$ cat src/rtl/bkpt_pkg.sv
package bkpt_pkg;

    typedef enum logic [1:0] {
        KIND_OFF   = 2'd0,
        KIND_FETCH = 2'd1,
        KIND_DATA  = 2'd2,
        KIND_ANY   = 2'd3
    } kind_e;

    typedef enum logic [1:0] {
        DIR_OFF = 2'd0,
        DIR_RD  = 2'd1,
        DIR_WR  = 2'd2,
        DIR_ANY = 2'd3
    } dir_e;

    typedef enum logic [1:0] {
        SZ_ANY  = 2'd0,
        SZ_BYTE = 2'd1,
        SZ_WORD = 2'd2,
        SZ_LONG = 2'd3
    } size_e;

    localparam logic [1:0] BUS_CORE = 2'd0;
    localparam logic [1:0] BUS_SYS  = 2'd1;
    localparam logic [1:0] BUS_XMEM = 2'd2;
    localparam logic [1:0] BUS_YMEM = 2'd3;

    // Packed MSB first: xy_sel is bit 9, kind is bits 1:0.
    typedef struct packed {
        logic  xy_sel;
        logic  xy_en;
        logic  data_en;
        logic  bus_sys;
        size_e size;
        dir_e  dir;
        kind_e kind;
    } cond_t;

    localparam int COND_W = $bits(cond_t);

endpackage

$ cat src/rtl/bkpt_mask_cmp.sv
module bkpt_mask_cmp #(
    parameter int W = 32
) (
    input  logic [W-1:0] val,
    input  logic [W-1:0] ref_v,
    input  logic [W-1:0] ref_m,
    output logic         hit
);
    // A mask bit of 1 removes that bit from the comparison.
    assign hit = ((val ^ ref_v) & ~ref_m) == '0;
endmodule

$ cat src/rtl/bkpt_data_cmp.sv
module bkpt_data_cmp
    import bkpt_pkg::*;
#(
    parameter int DATA_W = 32
) (
    input  logic [DATA_W-1:0] bus_data,
    input  logic [DATA_W-1:0] ref_v,
    input  logic [DATA_W-1:0] ref_m,
    input  size_e             cmp_size,
    input  logic              xy_mode,
    input  logic              xy_upper,
    output logic              hit
);
    localparam int NLANE = DATA_W / 8;
    localparam int DH    = DATA_W / 2;

    logic [NLANE-1:0] lane_hit;
    logic [DH-1:0]    half_v;
    logic [DH-1:0]    half_m;
    logic             half_hit;

    for (genvar l = 0; l < NLANE; l++) begin : g_lane
        bkpt_mask_cmp #(.W(8)) i_lane (
            .val   (bus_data[8*l +: 8]),
            .ref_v (ref_v[8*l +: 8]),
            .ref_m (ref_m[8*l +: 8]),
            .hit   (lane_hit[l])
        );
    end

    assign half_v = xy_upper ? ref_v[DATA_W-1:DH] : ref_v[DH-1:0];
    assign half_m = xy_upper ? ref_m[DATA_W-1:DH] : ref_m[DH-1:0];

    bkpt_mask_cmp #(.W(DH)) i_half (
        .val   (bus_data[DH-1:0]),
        .ref_v (half_v),
        .ref_m (half_m),
        .hit   (half_hit)
    );

    always_comb begin
        if (xy_mode) begin
            hit = half_hit;
        end else begin
            unique case (cmp_size)
                SZ_BYTE: hit = lane_hit[0] | lane_hit[1];
                SZ_WORD: hit = lane_hit[0] & lane_hit[1];
                default: hit = &lane_hit;
            endcase
        end
    end
endmodule

$ cat src/rtl/bkpt_match_chan.sv
module bkpt_match_chan
    import bkpt_pkg::*;
#(
    parameter int ADDR_W = 32,
    parameter int DATA_W = 32
) (
    input  logic                clk,
    input  logic                rst,
    input  logic                cfg_we,
    input  logic [ADDR_W-1:0]   cfg_addr_i,
    input  logic [ADDR_W-1:0]   cfg_amask_i,
    input  logic [DATA_W-1:0]   cfg_data_i,
    input  logic [DATA_W-1:0]   cfg_dmask_i,
    input  logic [COND_W-1:0]   cfg_cond_i,
    input  logic                bus_valid,
    input  logic [ADDR_W-1:0]   bus_addr,
    input  logic [DATA_W-1:0]   bus_data,
    input  logic [1:0]          bus_size,
    input  logic                bus_write,
    input  logic                bus_fetch,
    input  logic                bus_pref,
    input  logic [1:0]          bus_id,
    output logic                brk_o
);
    localparam int AH = ADDR_W / 2;

    typedef struct packed {
        logic [ADDR_W-1:0] addr;
        logic [ADDR_W-1:0] amask;
        logic [DATA_W-1:0] data;
        logic [DATA_W-1:0] dmask;
        cond_t             cond;
        logic              brk;
    } state_t;

    state_t state_d, state_q;
    cond_t  c;

    logic   eff_fetch, eff_write;
    size_e  eff_size, cmp_size;
    logic   kind_ok, dir_ok, size_ok, route_ok, data_ok;
    logic   full_hit, half_hit, addr_hit, data_hit;
    logic [AH-1:0] half_v, half_m;

    assign c = state_q.cond;

    // Address comparators: full width, and one 16-bit half for X/Y mode.
    assign half_v = c.xy_sel ? state_q.addr[AH-1:0]  : state_q.addr[ADDR_W-1:AH];
    assign half_m = c.xy_sel ? state_q.amask[AH-1:0] : state_q.amask[ADDR_W-1:AH];

    bkpt_mask_cmp #(.W(ADDR_W)) i_addr_full (
        .val   (bus_addr),
        .ref_v (state_q.addr),
        .ref_m (state_q.amask),
        .hit   (full_hit)
    );

    bkpt_mask_cmp #(.W(AH)) i_addr_half (
        .val   (bus_addr[AH-1:0]),
        .ref_v (half_v),
        .ref_m (half_m),
        .hit   (half_hit)
    );

    assign addr_hit = c.xy_en ? half_hit : full_hit;
    assign cmp_size = (c.size == SZ_ANY) ? eff_size : c.size;

    bkpt_data_cmp #(.DATA_W(DATA_W)) i_data (
        .bus_data (bus_data),
        .ref_v    (state_q.data),
        .ref_m    (state_q.dmask),
        .cmp_size (cmp_size),
        .xy_mode  (c.xy_en),
        .xy_upper (~c.xy_sel),
        .hit      (data_hit)
    );

    always_comb begin
        // A prefetch looks like a longword data read.
        eff_fetch = bus_fetch & ~bus_pref;
        eff_write = bus_write & ~bus_pref;
        eff_size  = bus_pref ? SZ_LONG : size_e'(bus_size);

        unique case (c.kind)
            KIND_FETCH: kind_ok = eff_fetch;
            KIND_DATA:  kind_ok = ~eff_fetch;
            KIND_ANY:   kind_ok = 1'b1;
            default:    kind_ok = 1'b0;
        endcase

        unique case (c.dir)
            DIR_RD:  dir_ok = ~eff_write;
            DIR_WR:  dir_ok = eff_write;
            DIR_ANY: dir_ok = 1'b1;
            default: dir_ok = 1'b0;
        endcase

        size_ok = (c.size == SZ_ANY) || (c.size == eff_size);

        if (c.xy_en) begin
            route_ok = (bus_id == {1'b1, c.xy_sel}) && !c.bus_sys &&
                       (c.kind == KIND_DATA) &&
                       ((c.size == SZ_ANY) || (c.size == SZ_WORD));
        end else begin
            route_ok = (bus_id == {1'b0, c.bus_sys});
        end

        data_ok = !c.data_en || (data_hit && !bus_pref);

        state_d     = state_q;
        state_d.brk = bus_valid & kind_ok & dir_ok & size_ok & route_ok &
                      addr_hit & data_ok;
        if (cfg_we) begin
            state_d.addr  = cfg_addr_i;
            state_d.amask = cfg_amask_i;
            state_d.data  = cfg_data_i;
            state_d.dmask = cfg_dmask_i;
            state_d.cond  = cond_t'(cfg_cond_i);
        end
    end

    always_ff @(posedge clk) begin
        if (rst) begin
            state_q <= '0;
        end else begin
            state_q <= state_d;
        end
    end

    assign brk_o = state_q.brk;

endmodule

$ cat config.mk
export PLATFORM = sky130hd
export DESIGN_NAME = bkpt_match_chan
export DESIGN_NICKNAME = d
export VERILOG_FILES = /design/src/rtl/bkpt_pkg.sv /design/src/rtl/bkpt_mask_cmp.sv /design/src/rtl/bkpt_data_cmp.sv /design/src/rtl/bkpt_match_chan.sv
export SDC_FILE = /design/constraint.sdc
export NUM_CORES = 1
export LEC_CHECK = 0
export BUFFER_PORTS_ARGS = -buffer_cell sky130_fd_sc_hd__buf_4
export CELL_PAD_IN_SITES_DETAIL_PLACEMENT = 0
export CELL_PAD_IN_SITES_GLOBAL_PLACEMENT = 1
export CORE_MARGIN = 4
export CORE_UTILIZATION = 41
export CTS_CLUSTER_DIAMETER = 120
export DETAILED_ROUTE_END_ITERATION = 10
export GPL_TIMING_DRIVEN = 0
export PLACE_DENSITY = 0.9
export SLEW_MARGIN = 5
export SYNTH_ARGS = -nofsm -noshare
export SYNTH_HDL_FRONTEND = slang
export SYNTH_SLANG_ARGS = --single-unit
$ cat constraint.sdc
create_clock -name clk -period 4.73 [get_ports clk]
set_input_delay 0.2365 -clock clk [delete_from_list [all_inputs] [get_ports clk]]
set_output_delay 0.2365 -clock clk [all_outputs]
set_load 0.01 [all_outputs]
Word level (Yosys, flattened, before mapping)
Index checks and enable logic that the tools add are counted.
Widths: inputs -> output; s select.
{ "word_totals": {"regBits": 139, "input_bits": 213, "output_inout_bits": 1, "wordCells": 89} }
{ "classes": {"eq_ne": 12, "n_mux": 12, "bitwise": 34, "reduce_logical": 19} }
{ "ops": {"columns": ["op", "count"], "rows": [
  ["$mux 16", 4],
  ["$and 16x16->16", 2],
  ["$and 32x32->32", 1],
  ["$and 8x8->8", 4],
  ["$logic_not 16->1", 2],
  ["$logic_not 32->1", 1],
  ["$logic_not 8->1", 4],
  ["$not 16->16", 2],
  ["$not 32->32", 1],
  ["$not 8->8", 4],
  ["$xor 16x16->16", 2],
  ["$xor 32x32->32", 1],
  ["$xor 8x8->8", 4],
  ["$eq 2x2->1 const B", 6],
  ["$and 1x1->1", 9],
  ["$eq 2x1->1 const B", 3],
  ["$pmux 1 s3", 2],
  ["$eq 2x2->1", 2],
  ["$logic_and 1x1->1", 4],
  ["$mux 2", 2],
  ["$reduce_and 4->1", 1],
  ["$logic_not 1->1", 3],
  ["$logic_or 1x1->1", 3],
  ["$mux 1", 3],
  ["5 further kinds", 7]
]} }

Longest topological paths before layout
{ "depth": {"ltp_word": 10, "depth_mapped": 8, "depth_no_buf": 8} }

By module
Synthesis repeated with hierarchy kept, for this count alone.
{ "hier_totals": {"hier_cells": 716, "hier_area_um2": 7304.5} }
{ "modules_own_cells": {"columns": ["module", "instances", "cells_per_inst", "area_per_inst_um2", "seq_area_each_um2"], "rows": [
  ["bkpt_match_chan", 1, 510, 5418.9, 2782.7],
  ["bkpt_data_cmp", 1, 47, 623.1, 0.0],
  ["bkpt_mask_cmp (i_data.g_lane[0].i_lane ...)", 4, 13, 107.6, 0.0],
  ["bkpt_mask_cmp (i_addr_half ...)", 2, 27, 209.0, 0.0],
  ["bkpt_mask_cmp (i_addr_full)", 1, 53, 414.1, 0.0]
]} }

Worst setup path after synthesis
No wires, ideal clock.
{ "synth_timing": {"kind": "flip-flop to flip-flop", "from": "register state_q (netlist bit c[4])", "to": "register state_q (netlist bit brk_o)", "setup_ns": 0.059, "arrival_time_ns": 1.711, "required_ns": 4.671, "setup_slack_ns": 2.960, "stages_incl_launch_ff": 8, "n_path_buf": 0, "synth_period_minus_slack_ns": 1.770, "cell_sequence": "dfxtp_1 nor2_1 or2_2 ha_1 nor2_1 nand2_1 o311ai_0 o32a_1"} }
{ "synth_via": {"elab_chain_cells": 8, "word_cells_on_any_way": 18, "cone_classes": "4 x eq/ne; 4 x mux; 4 x bitwise; 6 x reduce/logical"} }
{ "synth_lines": {"columns": ["item", "line_no", "rtl"], "rows": [
  ["start, declared", "bkpt_match_chan.sv:36", "state_t state_d, state_q;"],
  ["start signal, assigned", "bkpt_match_chan.sv:126", "state_q <= state_d;"],
  ["$logic_not 2->1", "bkpt_match_chan.sv:66, bkpt_match_chan.sv:98, bkpt_match_chan.sv:103", null],
  ["$mux 2", "bkpt_match_chan.sv:66", "assign cmp_size = (c.size == SZ_ANY) ? eff_size : c.size;"],
  ["$eq 2x2->1 / $eq 2x1->1 (equally long branches)", "bkpt_data_cmp.sv:45", "unique case (cmp_size)"],
  ["$pmux 1 s2", "bkpt_data_cmp.sv:45", null],
  ["$mux 1", "bkpt_data_cmp.sv:42", "if (xy_mode) begin"],
  ["$logic_and 1x1->1", "bkpt_match_chan.sv:108", "data_ok = !c.data_en || (data_hit && !bus_pref);"],
  ["$logic_or 1x1->1", "bkpt_match_chan.sv:108", null],
  ["$and 1x1->1 (*)", "bkpt_match_chan.sv:112", "addr_hit & data_ok;"]
]} }
Every way passes the cells marked *; elsewhere a longest branch is shown, timed or not.
A chain may end at the register's enable or synchronous reset.

Final worst setup path
{ "layout_timing": {"from": "register state_q[49] (netlist name)", "to": "register state_q (netlist bit brk_o)"} }
{ "layout_via": {"elab_chain_cells": 9, "word_cells_on_any_way": 15, "cone_classes": "3 x mux; 7 x bitwise; 5 x reduce/logical"} }
{ "layout_lines": {"columns": ["item", "line_no", "rtl"], "rows": [
  ["$xor 8x8->8", "bkpt_mask_cmp.sv:10", "assign hit = ((val ^ ref_v) & ~ref_m) == '0;"],
  ["$and 8x8->8", "bkpt_mask_cmp.sv:10", null],
  ["$logic_not 8->1", "bkpt_mask_cmp.sv:10", null],
  ["$reduce_and 4->1 (tied with other cells)", "bkpt_data_cmp.sv:48", "default: hit = &lane_hit;"],
  ["$pmux 1 s2", "bkpt_data_cmp.sv:45", null],
  ["$mux 1 (*)", "bkpt_data_cmp.sv:42", null],
  ["$logic_and 1x1->1 (*)", "bkpt_match_chan.sv:108", null],
  ["$logic_or 1x1->1 (*)", "bkpt_match_chan.sv:108", null],
  ["$and 1x1->1 (*)", "bkpt_match_chan.sv:112", null]
]} }
Marks and branches as above.

==> impl_metrics.env <==
export IMPL_layout_commonest_cell="buf_4"
export IMPL_syn_num_nets=876
export IMPL_place_ws_ns=2.43
export IMPL_clockPowerShare=0.444
export IMPL_p_sw_uw=797
export IMPL_start_kind="flop"
export IMPL_initial_utilization=0.420
export IMPL_grt_max_degree=17
export IMPL_leakage_uw=0.00397
export IMPL_fp_dieW_um=133
export IMPL_dr_pass1_iters=7
export IMPL_hold_buffers=0
export IMPL_drtAntennaViolNets=0
export IMPL_postCtsSetupRepairBufs=0
export IMPL_ir_drop_v=0.000270
export IMPL_fmax_mhz=421
export IMPL_drt_initial_drc_count=260
export IMPL_insertion_delay_ns=0.42
export IMPL_clock_sinks=139
export IMPL_detailed_place_hpwl_mm=16.1
export IMPL_relSlewSlack=0.367
export IMPL_combPwrFrac=0.151
export IMPL_switching_share=0.248
export IMPL_slew_viol_final=0
export IMPL_final_util=0.582
export IMPL_synth_cells=661
export IMPL_ys_ff_latch=139
export IMPL_num_io_pins=214
export IMPL_worst_r2r_cell_count=6
export IMPL_worstPathArrival_ns=2.73
export IMPL_wl_mm=20.1
export IMPL_wl_per_cell_um=18.4
export IMPL_ctsResizeCount=0
export IMPL_route_detailed_drc=0
export IMPL_critPathMaxFanout=2
export IMPL_ys_types=31
export IMPL_clk_pin_slew_ns=0.06
export IMPL_fin_crit_ns=2.37
export IMPL_timing_hold_worst_class="in2reg"
export IMPL_status="complete, no violations"
export IMPL_whs_ns=0.0452
export IMPL_grt_overflow_total=0
export IMPL_fin_crit_sh=0.502
export IMPL_fin_skew_ns=0.00571
export IMPL_sequentialPowerShare=0.405
export IMPL_grt_pass1_vias=5666
export IMPL_detail_route_vias_per_cell=5.05
export IMPL_cellPowerDensity_nw_per_um2=364
export IMPL_cts_buffer_depth=2
export IMPL_coreArea_um2=15200
export IMPL_final_cell_mix="buf_4, nor2_1, mux2i_1"
export IMPL_endpoint_kind="flop"
export IMPL_setup_viol_count_final=0
export IMPL_die_area_um2=17600
export IMPL_root_buffer="clkbuf_16"
export IMPL_crit_required_ns=5.09
export IMPL_grt_pass1_wl_mm=30.6
export IMPL_maxCapViolCount=0
export IMPL_tightest_slew_ns=0.941
export IMPL_setup_ws_ns=2.36
export IMPL_dr_total_vias=5511
export IMPL_grt_total_usage=0.227
export IMPL_rsz0062_at_grt="false"
export IMPL_hold_depth=3
export IMPL_antenna_found_initial=0
export IMPL_cts_tree="yes"
export IMPL_gp_congestion=0.890
export IMPL_nNetsFinal=1107
export IMPL_setup_tns_ns=0
export IMPL_diodes=0
export IMPL_synth_warnings=0
export IMPL_syn_to_final_growth_pct=38.5
export IMPL_cts_htree_levels=4
export IMPL_io_buffers=212
export IMPL_crit_type="reg2reg"
export IMPL_cts_buffers=17
export IMPL_p_int_uw=2420
export IMPL_fp_row_count=45
export IMPL_hold_viol_final=0
export IMPL_syn_area_per_cell_um2=9.66
export IMPL_drive_gt1_frac=0.288
export IMPL_dieHeight_um=133
export IMPL_syn_area_um2=6380
export IMPL_ys_seq_area_frac=0.436
## through the flow
step	total power, uW	area (um^2)	std cells
floorplan	1580	6380	661
global placement	1800	8210	1061
detailed placement	1810	8210	1061
CTS	3240	8840	1092
global route	3340	8840	1092
finish	3210	8840	1092
## Yosys cell counts
| library cell | n | share of area |
|---|---|---|
| nor2_1 | 155 | 0.091 |
| mux2i_1 | 140 | 0.22 |
| dfxtp_1 | 139 | 0.44 |
| xnor2_1 | 96 | 0.13 |
| o22ai_1 | 42 | 0.041 |
| clkbuf_1 | 18 | 0.011 |
| buf_2 | 14 | 0.011 |
| nor4_1 | 8 | 0.0078 |
| nand2_1 | 7 | 0.0041 |
| nand3_1 | 6 | 0.0047 |
| inv_1 | 4 | 0.0024 |
| nor3_1 | 4 | 0.0031 |
| o2111ai_1 | 3 | 0.0041 |
| a21oi_1 | 2 | 0.0016 |
| ha_1 | 2 | 0.0039 |
| nand2b_1 | 2 | 0.0020 |
| nand4_1 | 2 | 0.0020 |
| o211ai_1 | 2 | 0.0024 |
| o22a_1 | 2 | 0.0027 |
| o311ai_0 | 2 | 0.0027 |
| a211oi_1 | 1 | 0.0012 |
| a21o_2 | 1 | 0.0014 |
| a32oi_1 | 1 | 0.0014 |
| and2b_1 | 1 | 0.0012 |
| and4bb_1 | 1 | 0.0020 |
| nor2b_1 | 1 | 0.00098 |
| nor4b_2 | 1 | 0.0024 |
| o221ai_1 | 1 | 0.0014 |
| o32a_1 | 1 | 0.0016 |
| or2_2 | 1 | 0.00098 |
| xor2_1 | 1 | 0.0014 |
## power by group through the flow
stage	logic [uW]	clock network, uW	registers (uW)
2_1_floorplan	269	0	1310
3_3_place_gp	478	0	1320
3_5_place_dp	485	0	1330
4_1_cts	488	1450	1300
5_1_grt	531	1500	1310
6_report	486	1430	1300
## layout make-up
cell class                 count  area (um^2)
buffer                        32          138
clock inverter                13          190
tap                          188          235
inverter                       4         15.0
multi-input combinational    486         3450
timing repair buffer         212         1590
sequential                   139         2780
fill                        1418         6360
clock buffer                  18          439
## final timing paths
kind	to	slack, ns	startpoint
worst max-delay path	brk_o	2.36	state_q[49]
worst min register to register	state_q[78]	0.50	state_q[78]
worst max register to register	brk_o	2.36	state_q[49]
worst min-delay path	state_q[114]	0.05	cfg_addr_i[7]
## sequential cells by signal (all words and copies together) (netlist names)
signal / cells
brk_o: 1
c: 10
state_q: 128
## critical path: stages (launching register included)
cell and delay, ns:
dfxtp_1 0.33, xnor2_1 0.27, o22ai_1 0.13, nor4_1 0.78
nand4_1 0.35, a211oi_1 0.26, o32a_1 0.19
## cells by family after synthesis
group / Yosys count / share of synthesized area
simple gates: 189 / 0.122
mux: 140 / 0.219
flops: 139 / 0.436
xor+xnor: 97 / 0.133
compound gates: 58 / 0.0615
buf+inv: 36 / 0.0239
fa+ha+maj: 2 / 0.00392
## per-layer routing
layer / vias to the layer above / global-route usage / wire length [um]
li1: 2737 / - / -
met1: 2578 / 0.300 / 9100
met2: 166 / 0.362 / 9460
met3: 30 / 0.0555 / 1060
met4: 0 / 0.0808 / 444
met5: - / 0 / 0
No activity file was read; power rests on OpenSTA's default activity.
